File: src/rtl/pwmt_pkg.sv
package pwmt_pkg;
  typedef enum logic [1:0] {
    TS_DIV4 = 2'b00,
    TS_DIV2 = 2'b01,
    TS_DIV8 = 2'b10,
    TS_EXT  = 2'b11
  } tick_src_e;
endpackage

File: src/rtl/pwmt_prescaler.sv
module pwmt_prescaler
  import pwmt_pkg::*;
#(
  parameter int PRE_W = 3
) (
  input  logic       clk,
  input  logic       rst_n,
  input  logic [1:0] tick_sel,
  input  logic       ext_tick,
  output logic       tick
);
  logic [PRE_W-1:0] div_q;
  logic [PRE_W-1:0] limit;
  logic             div_hit;
  logic             sync1, sync2, sync3;
  logic             ext_rise;

  always_comb begin
    unique case (tick_src_e'(tick_sel))
      TS_DIV2: limit = PRE_W'(1);
      TS_DIV8: limit = PRE_W'(7);
      default: limit = PRE_W'(3);
    endcase
  end

  assign div_hit  = (div_q >= limit);
  assign ext_rise = sync2 & ~sync3;
  assign tick     = (tick_src_e'(tick_sel) == TS_EXT) ? ext_rise : div_hit;

  always_ff @(posedge clk or negedge rst_n) begin
    if (!rst_n) begin
      div_q <= '0;
      sync1 <= 1'b0;
      sync2 <= 1'b0;
      sync3 <= 1'b0;
    end else begin
      sync1 <= ext_tick;
      sync2 <= sync1;
      sync3 <= sync2;
      if (div_hit || tick_src_e'(tick_sel) == TS_EXT) div_q <= '0;
      else                                           div_q <= div_q + 1'b1;
    end
  end

  // ticks never arrive on two consecutive cycles
  a_r2_tick_gap: assert property (@(posedge clk) disable iff (!rst_n)
    tick |=> !tick);
endmodule

File: src/rtl/pwmt_cmp_reg.sv
module pwmt_cmp_reg #(
  parameter int W = 16
) (
  input  logic           clk,
  input  logic           rst_n,
  input  logic           wr_en,
  input  logic           wr_hi,
  input  logic [W/2-1:0] wr_data,
  output logic [W-1:0]   value,
  output logic           armed
);
  localparam int HALF = W / 2;

  always_ff @(posedge clk or negedge rst_n) begin
    if (!rst_n) begin
      value <= '0;
      armed <= 1'b1;
    end else if (wr_en) begin
      if (wr_hi) begin
        value[W-1:HALF] <= wr_data;
        armed           <= 1'b0;
      end else begin
        value[HALF-1:0] <= wr_data;
        armed           <= 1'b1;
      end
    end
  end

  // a high-byte write leaves the channel disabled
  a_r8_hi_disarms: assert property (@(posedge clk) disable iff (!rst_n)
    (wr_en && wr_hi) |=> !armed);
  // a low-byte write re-enables the channel
  a_r8_lo_arms: assert property (@(posedge clk) disable iff (!rst_n)
    (wr_en && !wr_hi) |=> armed);
endmodule

File: src/rtl/pwmt_timer.sv
module pwmt_timer #(
  parameter int CNT_W = 16,
  parameter int PRE_W = 3
) (
  input  logic             clk,
  input  logic             rst_n,
  input  logic             ext_tick,
  input  logic [1:0]       tick_sel,
  input  logic             pwm_en,
  input  logic             oneshot_en,
  input  logic             pin_en,
  input  logic             lvl_a,
  input  logic             lvl_b,
  input  logic             prd_ie,
  input  logic             cmp_ie,
  input  logic             irq_mask,
  input  logic             wr_en,
  input  logic             wr_ch,
  input  logic             wr_hi,
  input  logic [CNT_W/2-1:0] wr_data,
  input  logic             prd_clr,
  input  logic [1:0]       cmp_clr,
  output logic             wave_pin,
  output logic             prd_flag,
  output logic [1:0]       cmp_flag,
  output logic             irq,
  output logic [CNT_W-1:0] count
);
  localparam logic [CNT_W-1:0] RELOAD = ~(CNT_W'(3));
  localparam int NCH = 2;
  localparam int NFL = NCH + 1;

  logic             tick;
  logic [CNT_W-1:0] cmp_val [NCH];
  logic [NCH-1:0]   cmp_arm;
  logic [NCH-1:0]   hit;
  logic             pwm_act, shot_act;
  logic             halted;
  logic             lvl_q;
  logic [NFL-1:0]   fl_set, fl_clr, fl_q;

  pwmt_prescaler #(.PRE_W(PRE_W)) u_presc (
    .clk(clk), .rst_n(rst_n), .tick_sel(tick_sel),
    .ext_tick(ext_tick), .tick(tick)
  );

  for (genvar g = 0; g < NCH; g++) begin : g_ch
    pwmt_cmp_reg #(.W(CNT_W)) u_cmp (
      .clk(clk), .rst_n(rst_n),
      .wr_en(wr_en && (wr_ch == 1'(g))), .wr_hi(wr_hi), .wr_data(wr_data),
      .value(cmp_val[g]), .armed(cmp_arm[g])
    );
    assign hit[g] = tick && !halted && cmp_arm[g] && (count == cmp_val[g]);
  end

  assign pwm_act  = pwm_en;
  assign shot_act = oneshot_en && !pwm_en;

  always_ff @(posedge clk or negedge rst_n) begin
    if (!rst_n) begin
      count  <= RELOAD;
      halted <= 1'b0;
      lvl_q  <= 1'b0;
    end else begin
      if (tick && !halted) begin
        if (pwm_act && hit[1]) count <= RELOAD;
        else if (shot_act && hit[0]) count <= count;
        else                         count <= count + 1'b1;
      end
      if (!shot_act)                halted <= 1'b0;
      else if (hit[0])              halted <= 1'b1;
      if (pwm_act && hit[1])        lvl_q  <= lvl_b;
      else if (hit[0])              lvl_q  <= lvl_a;
    end
  end

  assign fl_set[0] = pwm_act && hit[1];
  assign fl_set[1] = !pwm_act && hit[0];
  assign fl_set[2] = !pwm_act && hit[1];
  assign fl_clr    = {cmp_clr, prd_clr};

  for (genvar f = 0; f < NFL; f++) begin : g_flag
    always_ff @(posedge clk or negedge rst_n) begin
      if (!rst_n)         fl_q[f] <= 1'b0;
      else if (fl_set[f]) fl_q[f] <= 1'b1;
      else if (fl_clr[f]) fl_q[f] <= 1'b0;
    end
  end

  assign prd_flag = fl_q[0];
  assign cmp_flag = fl_q[2:1];
  assign wave_pin = pin_en && lvl_q;
  assign irq      = !irq_mask && ((prd_ie && prd_flag) || (cmp_ie && (|cmp_flag)));

  // period match reloads the counter
  a_r3_reload: assert property (@(posedge clk) disable iff (!rst_n)
    (tick && pwm_en && !halted && cmp_arm[1] && count == cmp_val[1]) |=> count == RELOAD);
  // a hardware set is never lost to a same-cycle clear
  a_r5_set_wins: assert property (@(posedge clk) disable iff (!rst_n)
    fl_set[0] |=> prd_flag);
  // enabled, unmasked period flag raises the request
  a_r6_irq: assert property (@(posedge clk) disable iff (!rst_n)
    (prd_flag && prd_ie && !irq_mask) |-> irq);
  // compare flags stay clear in PWM mode
  a_r7_no_cmp_flag: assert property (@(posedge clk) disable iff (!rst_n)
    (pwm_en && cmp_flag == 2'b00) |=> cmp_flag == 2'b00);
  // a halted counter holds its value
  a_r12_hold: assert property (@(posedge clk) disable iff (!rst_n)
    halted |=> $stable(count));
endmodule

File: config.mk
export PLATFORM = sky130hd
export DESIGN_NAME = pwmt_timer
export DESIGN_NICKNAME = d
export VERILOG_FILES = /design/src/rtl/pwmt_pkg.sv /design/src/rtl/pwmt_prescaler.sv /design/src/rtl/pwmt_cmp_reg.sv /design/src/rtl/pwmt_timer.sv
export SDC_FILE = /design/constraint.sdc
export NUM_CORES = 1
export LEC_CHECK = 0
export ABC_AREA = 1
export ABC_CLOCK_PERIOD_IN_PS = 2950
export BUFFER_PORTS_ARGS = -buffer_cell sky130_fd_sc_hd__clkbuf_2
export CAP_MARGIN = 20
export CORE_MARGIN = 2
export CORE_UTILIZATION = 40
export DETAILED_ROUTE_END_ITERATION = 16
export SLEW_MARGIN = 20
export SYNTH_ARGS = -nofsm -noshare
export SYNTH_HDL_FRONTEND = slang
export SYNTH_SLANG_ARGS = --single-unit
File: constraint.sdc
create_clock -name clk -period 2.95 [get_ports clk]
set_clock_uncertainty 0.1 [all_clocks]
set_input_delay 0.59 -clock clk [delete_from_list [all_inputs] [get_ports clk]]
set_output_delay 0.59 -clock clk [all_outputs]
set_load 0.05 [all_outputs]
# After elaboration in Yosys (flattened, before gate mapping)
# Cells that the tools add are included.
[op_classes] reduce_logical=31 bitwise=4 n_addsub=2 mux=16 n_lt_le_gt_ge=1 n_eq_ne=7
[ops] cell="$eq A16 B16 Y1" count=2
[ops] cell="$mux W16" count=2
[ops] cell="$add A16 B1 Y16 const B" count=1
[ops] cell="$logic_and A1 B1 Y1" count=16
[ops] cell="$mux W1" count=12
[ops] cell="$reduce_and A2 Y1" count=5
[ops] cell="$reduce_bool A2 Y1" count=4
[ops] cell="$pmux W3 S2" count=1
[ops] cell="$eq A2 B2 Y1 const B" count=2
[ops] cell="$ne A2 B2 Y1 const B" count=2
[ops] cell="$add A3 B1 Y3 const B" count=1
[ops] cell="$ge A3 B3 Y1" count=1
[ops] cell="$logic_not A1 Y1" count=3
[ops] cell="$mux W3" count=1
[ops] cell="$not A1 Y1" count=3
[ops] cell="$eq A2 B1 Y1 const B" count=1
[ops] cell="$logic_or A1 B1 Y1" count=2
[ops] cell="$reduce_or A2 Y1" count=1
[ops] cell="$and A1 B1 Y1" count=1
[totals] wordCells=77 output_inout_bits=21 in_bits=27 register_bits=61

# Depth between registers and ports, before layout
# Gate-level depths: netlist of run 1.
[logic_depth] depth_word=10 ltp_mapped=15 ltp_nobuf=14

# By module
# Synthesis of run 1 repeated with hierarchy kept, for this count alone.
[unflattened] cells_unflattened=564 area_unflattened_um2=3906.2
[modules_own_cells] mod="pwmt_timer" area_per_inst_um2=2229.6 cells_per_inst=393 n_inst=1
[modules_own_cells] mod="pwmt_cmp_reg" area_per_inst_um2=703.2 cells_per_inst=72 n_inst=2
[modules_own_cells] mod="pwmt_prescaler" area_per_inst_um2=270.3 cells_per_inst=27 n_inst=1

# Least setup slack after synthesis of run 1
# No wires, ideal clock.
[synth_timing] path_kind="register -> output" start="register fl_q[2], in the netlist cmp_flag[1]" end="output irq" arrival_time_ns=1.562 path_slack_ns=0.698 path_stages_with_launch=3 path_cell_list="dfrtp_1 o21ai_0 a21oi_1"
[synth_between] elab_chain_cells=4
[synth_lines] element="start, declared" line="pwmt_timer.sv:40" rtl="logic [NFL-1:0] fl_set, fl_clr, fl_q;"
[synth_lines] element="start signal, assigned by index" line="pwmt_timer.sv:84" rtl="if (!rst_n) fl_q[f] <= 1'b0;"
[synth_lines] element="start signal, assigned by index" line="pwmt_timer.sv:85" rtl="else if (fl_set[f]) fl_q[f] <= 1'b1;"
[synth_lines] element="start signal, assigned by index" line="pwmt_timer.sv:86" rtl="else if (fl_clr[f]) fl_q[f] <= 1'b0;"
[synth_lines] element="$reduce_or A2 Y1" line="pwmt_timer.sv:93" rtl="assign irq = !irq_mask && ((prd_ie && prd_flag) || (cmp_ie && (|cmp_flag)));"
[synth_lines] element="$logic_and A1 B1 Y1" line="pwmt_timer.sv:93"
[synth_lines] element="$logic_or A1 B1 Y1" line="pwmt_timer.sv:93"
[synth_lines] element="$logic_and A1 B1 Y1" line="pwmt_timer.sv:93"
[synth_lines] element="end, declared" line="pwmt_timer.sv:26" rtl="output logic irq,"
# No other way between the ends.

# Worst setup path after layout of run 1
[layout_timing] start="register count[15]" end="register count[12]"
[layout_between] elab_chain_cells=5 word_cells_on_any_way=9 classes_between="3 x eq/ne; 1 x mux; 5 x reduce/logical"
[layout_lines] element="start, declared" line="pwmt_timer.sv:27" rtl="output logic [CNT_W-1:0] count"
[layout_lines] element="start signal, assigned" line="pwmt_timer.sv:67" rtl="else if (shot_act && hit[0]) count <= count;"
[layout_lines] element="start signal, assigned" line="pwmt_timer.sv:68" rtl="else count <= count + 1'b1;"
[layout_lines] element="$eq A16 B16 Y1" line="pwmt_timer.sv:53" rtl="assign hit[g] = tick && !halted && cmp_arm[g] && (count == cmp_val[g]);"
[layout_lines] element="$logic_and A1 B1 Y1" line="pwmt_timer.sv:53"
[layout_lines] element="$logic_and A1 B1 Y1 (on tied branches)" line="pwmt_timer.sv:66, pwmt_timer.sv:67"
[layout_lines] element="$ne A2 B2 Y1 (no line)"
[layout_lines] element="$reduce_and A2 Y1 (no line)"
# Several ways; a longest one is shown, not always the timed one.
# A chain may end at the register's enable or synchronous reset.

==> results.toml, run 1 <==
[global_routing]
grt_max_degree = 35
grt_util_met1_pct = 29.02
track_usage_pct = 20.99
top_usage_layer = "met2"
use_met3_pct = 3.552
antenna_found_initial = 0
grt-ovfl-total = 0
grt_pass1_wl_um = 15950
grt_pass1_vias = 3130
grtUsageMet2_pct = 33.20

[floorplan]
core_region_area_um2 = 9109
ioPinCount = 48
start_util_pct = 40.66
num_rows = 35
die_h_um = 100.2
die-area_um2 = 10050
die_w_um = 100.2

[yosys]
syn-num-nets = 577
yosys.cell_types.count = 28
synth_top_family_by_area = "simple AND/OR/NAND/NOR gates"
synth_xor_xnor_area_share_pct = 3.784
yosys.area.top_type = "dfrtp_1"
synth_edf_count = 0
async_reset_ff_share_pct = 100.0
yosysWarnings = 0
ys_ff_latch = 61
yosys.area_share.simple_pct = 36.66
synth_cells = 546
yosysSeqAreaShare_pct = 41.76
syn_area_per_cell_um2 = 6.783
synth_area_um2 = 3704
muxShareOfSynthArea_pct = 0
synthTopCellsByArea = "dfrtp_1 30%, nand2_1 23%, dfstp_2 11%"
synth_top_area_share_pct = 30.41
ys.flop_type = "dfrtp_1"
synthAdderAreaFrac_pct = 1.351
synth_compound_gate_area_share_pct = 6.385

[pwr]
p_per_area_nw_per_um2 = 817.9
internal_power_mw = 1.941
switchingPower_mw = 1.545
pwr-share-clk_pct = 23.6
p_comb_share_pct = 39.5
vdd_drop_max_mv = 0.3238
p_sw_share_pct = 44.32
seq_power_share_pct = 36.9
p_leak_nw = 2.294

[timing]
maxSlewViolCount = 0
slew_headroom_pct = 51.62
fmax_mhz = 461.1
hold_viol_final = 0
post-route-min-period_ns = 2.169
finalCritPeriodShare_pct = 73.52
setup_viol = 0
tightest_slew_ns = 0.7257
setup_slack_ns = 0.7813
rsz0062_at_grt = "false"
setup_tns_ns = 0

[clocking]
cts_max_path_buffers = 2
cts_buffers = 9
cts_hold_buf = 0
path_clk_slew_ns = 0.08
root_buffer = "clkbuf_8"
post_cts_resized = 0
post_cts_buffers = 0
clock_latency_ns = 0.35
cts_tree = "done"
htree_levels = 3
clock-sinks = 61

[worst_setup_path]
critPathLaunchType = "flop"
worstPathRequired_ns = 3.13
critPathCaptureType = "flop"
r2r_slack_ns = 0.78
cp.arrival_ns = 2.35
path_class = "reg2reg"
cp_max_fo = 15

[detailed_routing]
viasPerCell = 4.715
drc = 0
antenna_left = 0
dr.pass1.iters = 5
dr.first_iter.drc_count = 138
routed_wl_um = 10110
vias = 3362
drt-wirelength-per-cell_um = 14.18

[status]
status = "finished, final reports clean"

[hold_path]
hp-class = "in2async"

[layout]
multiInputGateArea_um2 = 1784
num_antenna_cells = 0
final_common_cell = "nand2_1"
final_cell_mix = "230 x nand2_1, 68 x inv_1, 48 x nor2_1, 47 x clkbuf_2, 45 x dfrtp_1"
area_delta_synth_final_pct = 15.10
final_area_um2 = 4263
drive_above_1_share_pct = 19.27
n_fill_cell = 952
fin_nets = 628
seq_area_um2 = 1546

[placed_design]
dp_hpwl_um = 8076
numPortBuffers = 47
place_ws_ns = 0.4299
post_dp_cell_area_um2 = 4048
finalWeightedCongestion = 0.9696

[job]
drv_cap = 0
-- cells by family (layout without fill, tap and decap cells) --
| logic type | count (synthesis) | count (layout) |
|---|---|---|
| flops | 61 | 61 |
| compound gates | 44 | 44 |
| fa+ha+maj | 4 | 4 |
| simple gates | 328 | 328 |
| xor+xnor | 16 | 16 |
| buf+inv | 93 | 149 |
-- cells in the mapped netlist, types with 2 or more instances --
| master | number |
|---|---|
| a21oi_1 | 6 |
| buf_4 | 2 |
| buf_6 | 2 |
| clkbuf_1 | 4 |
| dfrtp_1 | 45 |
| dfstp_2 | 16 |
| ha_1 | 4 |
| inv_1 | 68 |
| inv_2 | 16 |
| nand2_1 | 230 |
| nand2_2 | 8 |
| nand3_1 | 17 |
| nand4_1 | 4 |
| nor2_1 | 48 |
| nor2_2 | 6 |
| nor2_4 | 2 |
| nor3_1 | 9 |
| o21ai_0 | 34 |
| o22ai_1 | 2 |
| xnor2_1 | 2 |
| xor2_1 | 14 |
-- layout make-up --
cell class	instances	area share (%)
timing repair buffer	49	6.164
multi-input combinational	392	41.85
sequential	61	36.28
clock buffer	10	2.994
inverter	84	7.397
clock inverter	6	2.055
tap	111	3.258
-- per-layer routing --
| layer | wire length, um | vias up | share of wire, % |
|---|---|---|---|
| li1 | - | 1756 | - |
| met1 | 4761 | 1508 | 47 |
| met2 | 4620 | 79 | 46 |
| met3 | 505 | 19 | 5.0 |
| met4 | 220 | 0 | 2.2 |
| met5 | 0 | - | 0 |
-- critical path, stage by stage, from the launching register on --
cell     delay (ns)
dfstp_2        0.63
inv_1          0.08
nand2_1        0.07
nand2_1        0.07
nor2_1         0.12
nand2_1        0.06
nor2_1         0.25
nand4_2        0.39
nand2_1        0.17
nand2_1        0.08
nand2_1        0.10
-- flip-flops by register name, indices dropped and copies added, names as in the netlist, 2 cells and up --
name	count
u_presc.div_q	3
count	16
cmp_flag	2
g_ch.u_cmp.value	32
g_ch.u_cmp.armed	2
-- metrics by stage --
step | power [mW] | hold WS (ns) | instances | utilization [%]
2_1_floorplan | 2.318 | 0.1944 | 546 | -
3_3_place_gp | 2.675 | 0.2345 | 697 | 44.44
3_5_place_dp | 2.688 | 0.2355 | 697 | 44.44
4_1_cts | 3.517 | 0.2120 | 713 | 46.80
5_1_grt | 3.747 | 0.2447 | 713 | 46.80
6_report | 3.486 | 0.1917 | 713 | 46.80
-- power groups by stage --
stage                     clock network [mW]  logic, mW  registers, mW
after floorplan                            0      0.897           1.42
after global placement                     0       1.37           1.30
after detailed placement                   0       1.38           1.30
after CTS                              0.838       1.39           1.29
after global routing                   0.873       1.56           1.32
final                                  0.822       1.38           1.29
-- path summary, 6_finish.rpt --
kind / depth (start not counted) / from / end
worst min register to register: 0 / u_presc.sync1 / u_presc.sync2
worst min-delay path: 1 / rst_n / u_presc.sync2
worst max register to register: 10 / count[15] / count[12]
worst max-delay path: 10 / count[15] / count[12]
min in group clk: 0 / u_presc.sync1 / u_presc.sync2
max in group asynchronous: 2 / rst_n / g_ch[1].u_cmp.armed
No activity file was read; power rests on OpenSTA's default activity.
==> inputs of run 2 (changes only) <==
ABC_CLOCK_PERIOD_IN_PS = 2200   (was 2950)
clock period = 2.2 ns   (was 2.95 ns; I/O delays follow)
==> run 2 against run 1 <==
Sequential share of layout area decreased by 0.74 points; register-to-register slack got worse by 0.59 ns; critical endpoint is now count[14]; critical path type unchanged; the flow now finishes with violations (hold timing); first-iteration DRC count increased by 12%; largest cell class unchanged; critical path depth decreased by 1.
==> results.toml, run 2 (same netlist as run 1, synthesis figures left out) <==
[status]
status = "finished with violations"
violations = "hold timing"

[placed_design]
finalWeightedCongestion = 0.8747
dp.cells = 703
place_ws_ns = -0.1522
dp_hpwl_um = 7810
post_dp_cell_area_um2 = 4093
numPortBuffers = 47

[clocking]
clock-sinks = 61
clock_latency_ns = 0.35
cts_max_path_buffers = 2
cts_hold_buf = 0
root_buffer = "clkbuf_8"
cts_tree = "done"
cts_buffers = 9
path_clk_slew_ns = 0.07
htree_levels = 3

[global_routing]
grt_max_degree = 62
grt_pass1_wl_um = 16110
grt-ovfl-total = 0
grt_pass1_vias = 3227
antenna_found_initial = 0
track_usage_pct = 20.90

[layout]
largest_reg_flops = 32
largest-register = "g_ch.u_cmp.value"
final_area_um2 = 4352
reg_top3 = "g_ch.u_cmp.value: 32 flops, count: 16 flops, u_presc.div_q: 3 flops"
num_antenna_cells = 0
drive_above_1_share_pct = 20.33
final_cell_mix = "230 x nand2_1, 68 x inv_1, 48 x nor2_1, 47 x clkbuf_2, 45 x dfrtp_1"
area_delta_synth_final_pct = 17.50
fin_nets = 636
instances_no_fill = 721
final_common_cell = "nand2_1"
n_fill_cell = 941

[worst_setup_path]
cp.arrival_ns = 2.20
worstPathRequired_ns = 2.39
crit_start = "count[1]"
critPathLaunchType = "flop"
crit_end = "count[14]"
cp_max_fo = 7
r2r_end = "count[14]"
reg2reg_depth = 9
path_class = "reg2reg"
critPathCaptureType = "flop"
rr_startpoint = "count[1]"
r2r_slack_ns = 0.19

[timing]
rsz0062_at_grt = "false"
hold-worst-slack_ns = -0.01064
setup_slack_ns = 0.1948
finalCritPeriodShare_pct = 91.15
fmax_mhz = 498.7
tightest_slew_ns = 0.5260
maxSlewViolCount = 0
slew_headroom_pct = 64.83
hold_viol_final = 7
setup_viol = 0
post-route-min-period_ns = 2.005

[pwr]
vdd_drop_max_mv = 0.4280
p_leak_nw = 2.352
p_per_area_nw_per_um2 = 1113
total_power_mw = 4.842

[floorplan]
die_h_um = 100.2
num_rows = 35
start_util_pct = 40.66
ioPinCount = 48
die_w_um = 100.2
core_region_area_um2 = 9109
die-area_um2 = 10050

[detailed_routing]
routed_wl_um = 9811
dr.pass1.iters = 4
drc = 0
viasPerCell = 4.721
dr.first_iter.drc_count = 154
antenna_left = 0
drt-wirelength-per-cell_um = 13.61
vias = 3404

[hold_path]
hp-class = "in2async"

[job]
drv_cap = 0
[run 2: cell count changes in the layout (fill, tap and decap cells not counted)]
cell	change
buf_4	+8
bufinv_16	+1
clkinv_4	+1
clkinvlp_4	-2
nor2_2	-1
nor2_4	+1
[run 2: worst min-delay path by stage]
| stage | start | to | slack [ns] | depth (start not counted) |
|---|---|---|---|---|
| CTS | rst_n | u_presc.sync3 | 0.002 | 2 |
| finish | rst_n | u_presc.div_q[2] | -0.01 | 2 |
| floorplan | rst_n | cmp_flag[0] | 0.04 | 0 |
| global placement | u_presc.sync1 | u_presc.sync2 | 0.24 | 0 |
| global route | rst_n | u_presc.div_q[2] | 0.02 | 2 |
| detailed placement | u_presc.sync1 | u_presc.sync2 | 0.26 | 0 |
[run 2: cell type report]
cell class              count  area [um^2]  share of cell area (%)
flip-flops and latches     61         1546                   35.54
multi-input cells         392         1789                   41.12
inverters                  84        315.3                   7.246
clock buffers              10        127.6                   2.933
clock inverters             6        111.4                   2.559
well taps                 111        138.9                   3.191
repair buffers             57        322.8                   7.418
[run 2: stage by stage]
step                      util [%]  hold slack (ns)  TNS [ns]
final                        47.77         -0.01064         0
after global routing         47.77          0.01530         0
after detailed placement     44.93           0.2584    -2.043
after floorplan                  -          0.04441         0
after global placement       44.93           0.2427   -0.7481
after CTS                    47.55         0.002299         0
[run 2: worst max-delay path: stages, from the launching register on]
cell	delay, ns
dfrtp_1	0.50
ha_1	0.29
nand2_1	0.09
nor3_1	0.40
nand3_1	0.16
xor2_1	0.19
inv_2	0.04
nand2_1	0.07
nand2_1	0.05
nand2_1	0.07
[run 2: repair_timing]
action                                  4_1_cts  5_1_grt
buffers inserted                              0        2
resized for setup                             0        1
endpoints found under the setup margin        0       14
[run 2: where the power goes]
part / switching [mW] / internal [mW] / total, mW
clock: 0.455 / 0.752 / 1.21
combinational: 1.31 / 0.640 / 1.95
sequential: 0.286 / 1.40 / 1.68
[run 2: routing by layer]
layer / up-vias / global-route usage [%] / wire length, um
met5: - / 0 / 0
li1: 1775 / - / -
met4: 0 / 7.798 / 242
met1: 1520 / 28.58 / 4769
met2: 91 / 33.61 / 4421
met3: 18 / 3.134 / 378
==> inputs of run 3 (changes only) <==
ABC_CLOCK_PERIOD_IN_PS = 1700   (was 2200)
CTS_BUF_LIST = sky130_fd_sc_hd__clkbuf_16   (was default)
clock period = 1.7 ns   (was 2.2 ns; I/O delays follow)
==> run 3 against run 2 <==
The flow finishes with violations (setup timing); non-clock buffer count is 105 higher; first-iteration DRC count rose by 67%; clock power increased by 48%; routed wire length increased by 12%; largest cell class unchanged.
==> results.toml, run 3 (same netlist as run 1, synthesis figures left out) <==
[worst_setup_path]
path_class = "reg2reg"
cp.arrival_ns = 2.11
r2r_slack_ns = -0.25
cp_max_fo = 4
reg2reg_depth = 9
critPathLaunchType = "flop"
worstPathRequired_ns = 1.86
critPathCaptureType = "flop"
rr_startpoint = "count[6]"
r2r_end = "count[10]"

[clocking]
clock_latency_ns = 0.33
cts_tree = "done"
path_clk_slew_ns = 0.06
cts_buffers = 9
htree_levels = 3
cts_max_path_buffers = 2
clock-sinks = 61
root_buffer = "clkbuf_16"

[detailed_routing]
antenna_left = 0
dr.first_iter.drc_count = 257
drt-wirelength-per-cell_um = 13.27
viasPerCell = 4.666
drc = 0
dr.pass1.iters = 5
routed_wl_um = 10960
vias = 3854

[pwr]
p_leak_nw = 2.968
total_power_mw = 7.884
p_per_area_nw_per_um2 = 1422
vdd_drop_max_mv = 0.5629

[global_routing]
grt_util_met1_pct = 31.23
track_usage_pct = 22.37
use_met3_pct = 2.646
antenna_found_initial = 0
grtUsageMet2_pct = 36.29
grt-ovfl-total = 0
top_usage_layer = "met2"
grt_pass1_vias = 3587
grt_max_degree = 62
grt_pass1_wl_um = 17390

[timing]
maxSlewViolCount = 0
fmax_mhz = 512.0
post-route-min-period_ns = 1.953
tightest_slew_ns = 0.4939
setup_tns_ns = -4.537
rsz0062_at_grt = "true"
setup_slack_ns = -0.2530
finalCritPeriodShare_pct = 114.9
setup_viol = 25
slew_headroom_pct = 66.99
hold_viol_final = 0

[status]
status = "finished with violations"
violations = "setup timing"

[floorplan]
core_region_area_um2 = 9109
start_util_pct = 40.66
die-area_um2 = 10050
die_h_um = 100.2
ioPinCount = 48
die_w_um = 100.2
num_rows = 35

[placed_design]
finalWeightedCongestion = 0.9122
dp_hpwl_um = 8363
post_dp_cell_area_um2 = 4788
place_ws_ns = -0.4968
dp.cells = 793
numPortBuffers = 47

[layout]
instances_no_fill = 826
final_cell_mix = "208 x nand2_1, 100 x buf_4, 68 x inv_1, 45 x dfrtp_1, 42 x nor2_1"
final_area_um2 = 5544
largest-register = "g_ch.u_cmp.value"
num_antenna_cells = 0
fin_nets = 741
final_common_cell = "nand2_1"
n_fill_cell = 820
reg_top3 = "g_ch.u_cmp.value: 32 flops, count: 16 flops, u_presc.div_q: 3 flops"
largest_reg_flops = 32
drive_above_1_share_pct = 36.64
area_delta_synth_final_pct = 49.70

[hold_path]
whs_path_depth = 1
whs_endpoint = "u_presc.sync1"
hp-class = "in2reg"
hold_start = "ext_tick"

[job]
drv_cap = 0
==> run 3: cell types whose count changed in the layout (fill, tap and decap cells not counted), moves of 6 or more <==
| cell | change |
|---|---|
| nand2_1 | -22 |
| nand2_2 | +19 |
| clkbuf_8 | -8 |
| buf_4 | +91 |
| nor2_1 | -6 |
| buf_6 | +15 |
| clkbuf_2 | -13 |
| clkbuf_16 | +13 |
==> run 3: through the flow <==
| step | util (%) | hold WS [ns] |
|---|---|---|
| 6_report | 60.87 | 0.01657 |
| 5_1_grt | 60.87 | 0.02660 |
| 4_1_cts | 59.62 | 0.01854 |
| 3_5_place_dp | 52.57 | 0.2355 |
| 3_3_place_gp | 52.57 | 0.2471 |
| 2_1_floorplan | - | -0.05559 |
==> run 3: worst max path at each step <==
stage / start / to / slack, ns / depth (start not counted)
2_1_floorplan: count[4] / count[8] / -0.24 / 12
3_3_place_gp: tick_sel[0] / count[1] / -0.40 / 15
3_5_place_dp: tick_sel[0] / count[3] / -0.50 / 15
4_1_cts: u_presc.div_q[1] / count[1] / -0.25 / 13
5_1_grt: count[11] / count[1] / -0.34 / 12
6_report: count[6] / count[10] / -0.25 / 9
==> run 3: worst max-delay path, cell delays in order, from the launching register on <==
cell and delay (ns):
dfstp_2 0.57, inv_2 0.06, buf_4 0.14, nor3_1 0.39, nand3_1 0.24, xor2_1 0.19, inv_1 0.05, nand2_1 0.04
nand2_1 0.06, nand2_1 0.05
==> run 3: report_power, final <==
part	internal (mW)	total (mW)	switching [mW]
clock	1.12	1.79	0.663
combinational	1.82	3.96	2.14
sequential	1.81	2.14	0.327
total	4.76	7.88	3.13
==> run 3: cell type report <==
class,count,area (um^2),area share [%]
inverters,84,320.3,5.777
multi-input cells,392,1936,34.91
well taps,111,138.9,2.505
flip-flops and latches,61,1550,27.96
clock inverters,7,67.56,1.219
repair buffers,162,1306,23.56
clock buffers,9,225.2,4.062
==> run 3: routing by layer <==
layer	up-vias	part of all wire, %
li1	1988	-
met1	1742	46
met2	107	47
met3	17	4.6
met4	0	2.0
met5	-	0
==> run 3: timing repair <==
item	4_1_cts	5_1_grt
endpoints found under the setup margin	33	33
pin swaps	31	16
gates cloned	1	0
hold buffers	1	0
setup buffers	10	7
hold endpoints to repair	45	0
resized for setup	65	23
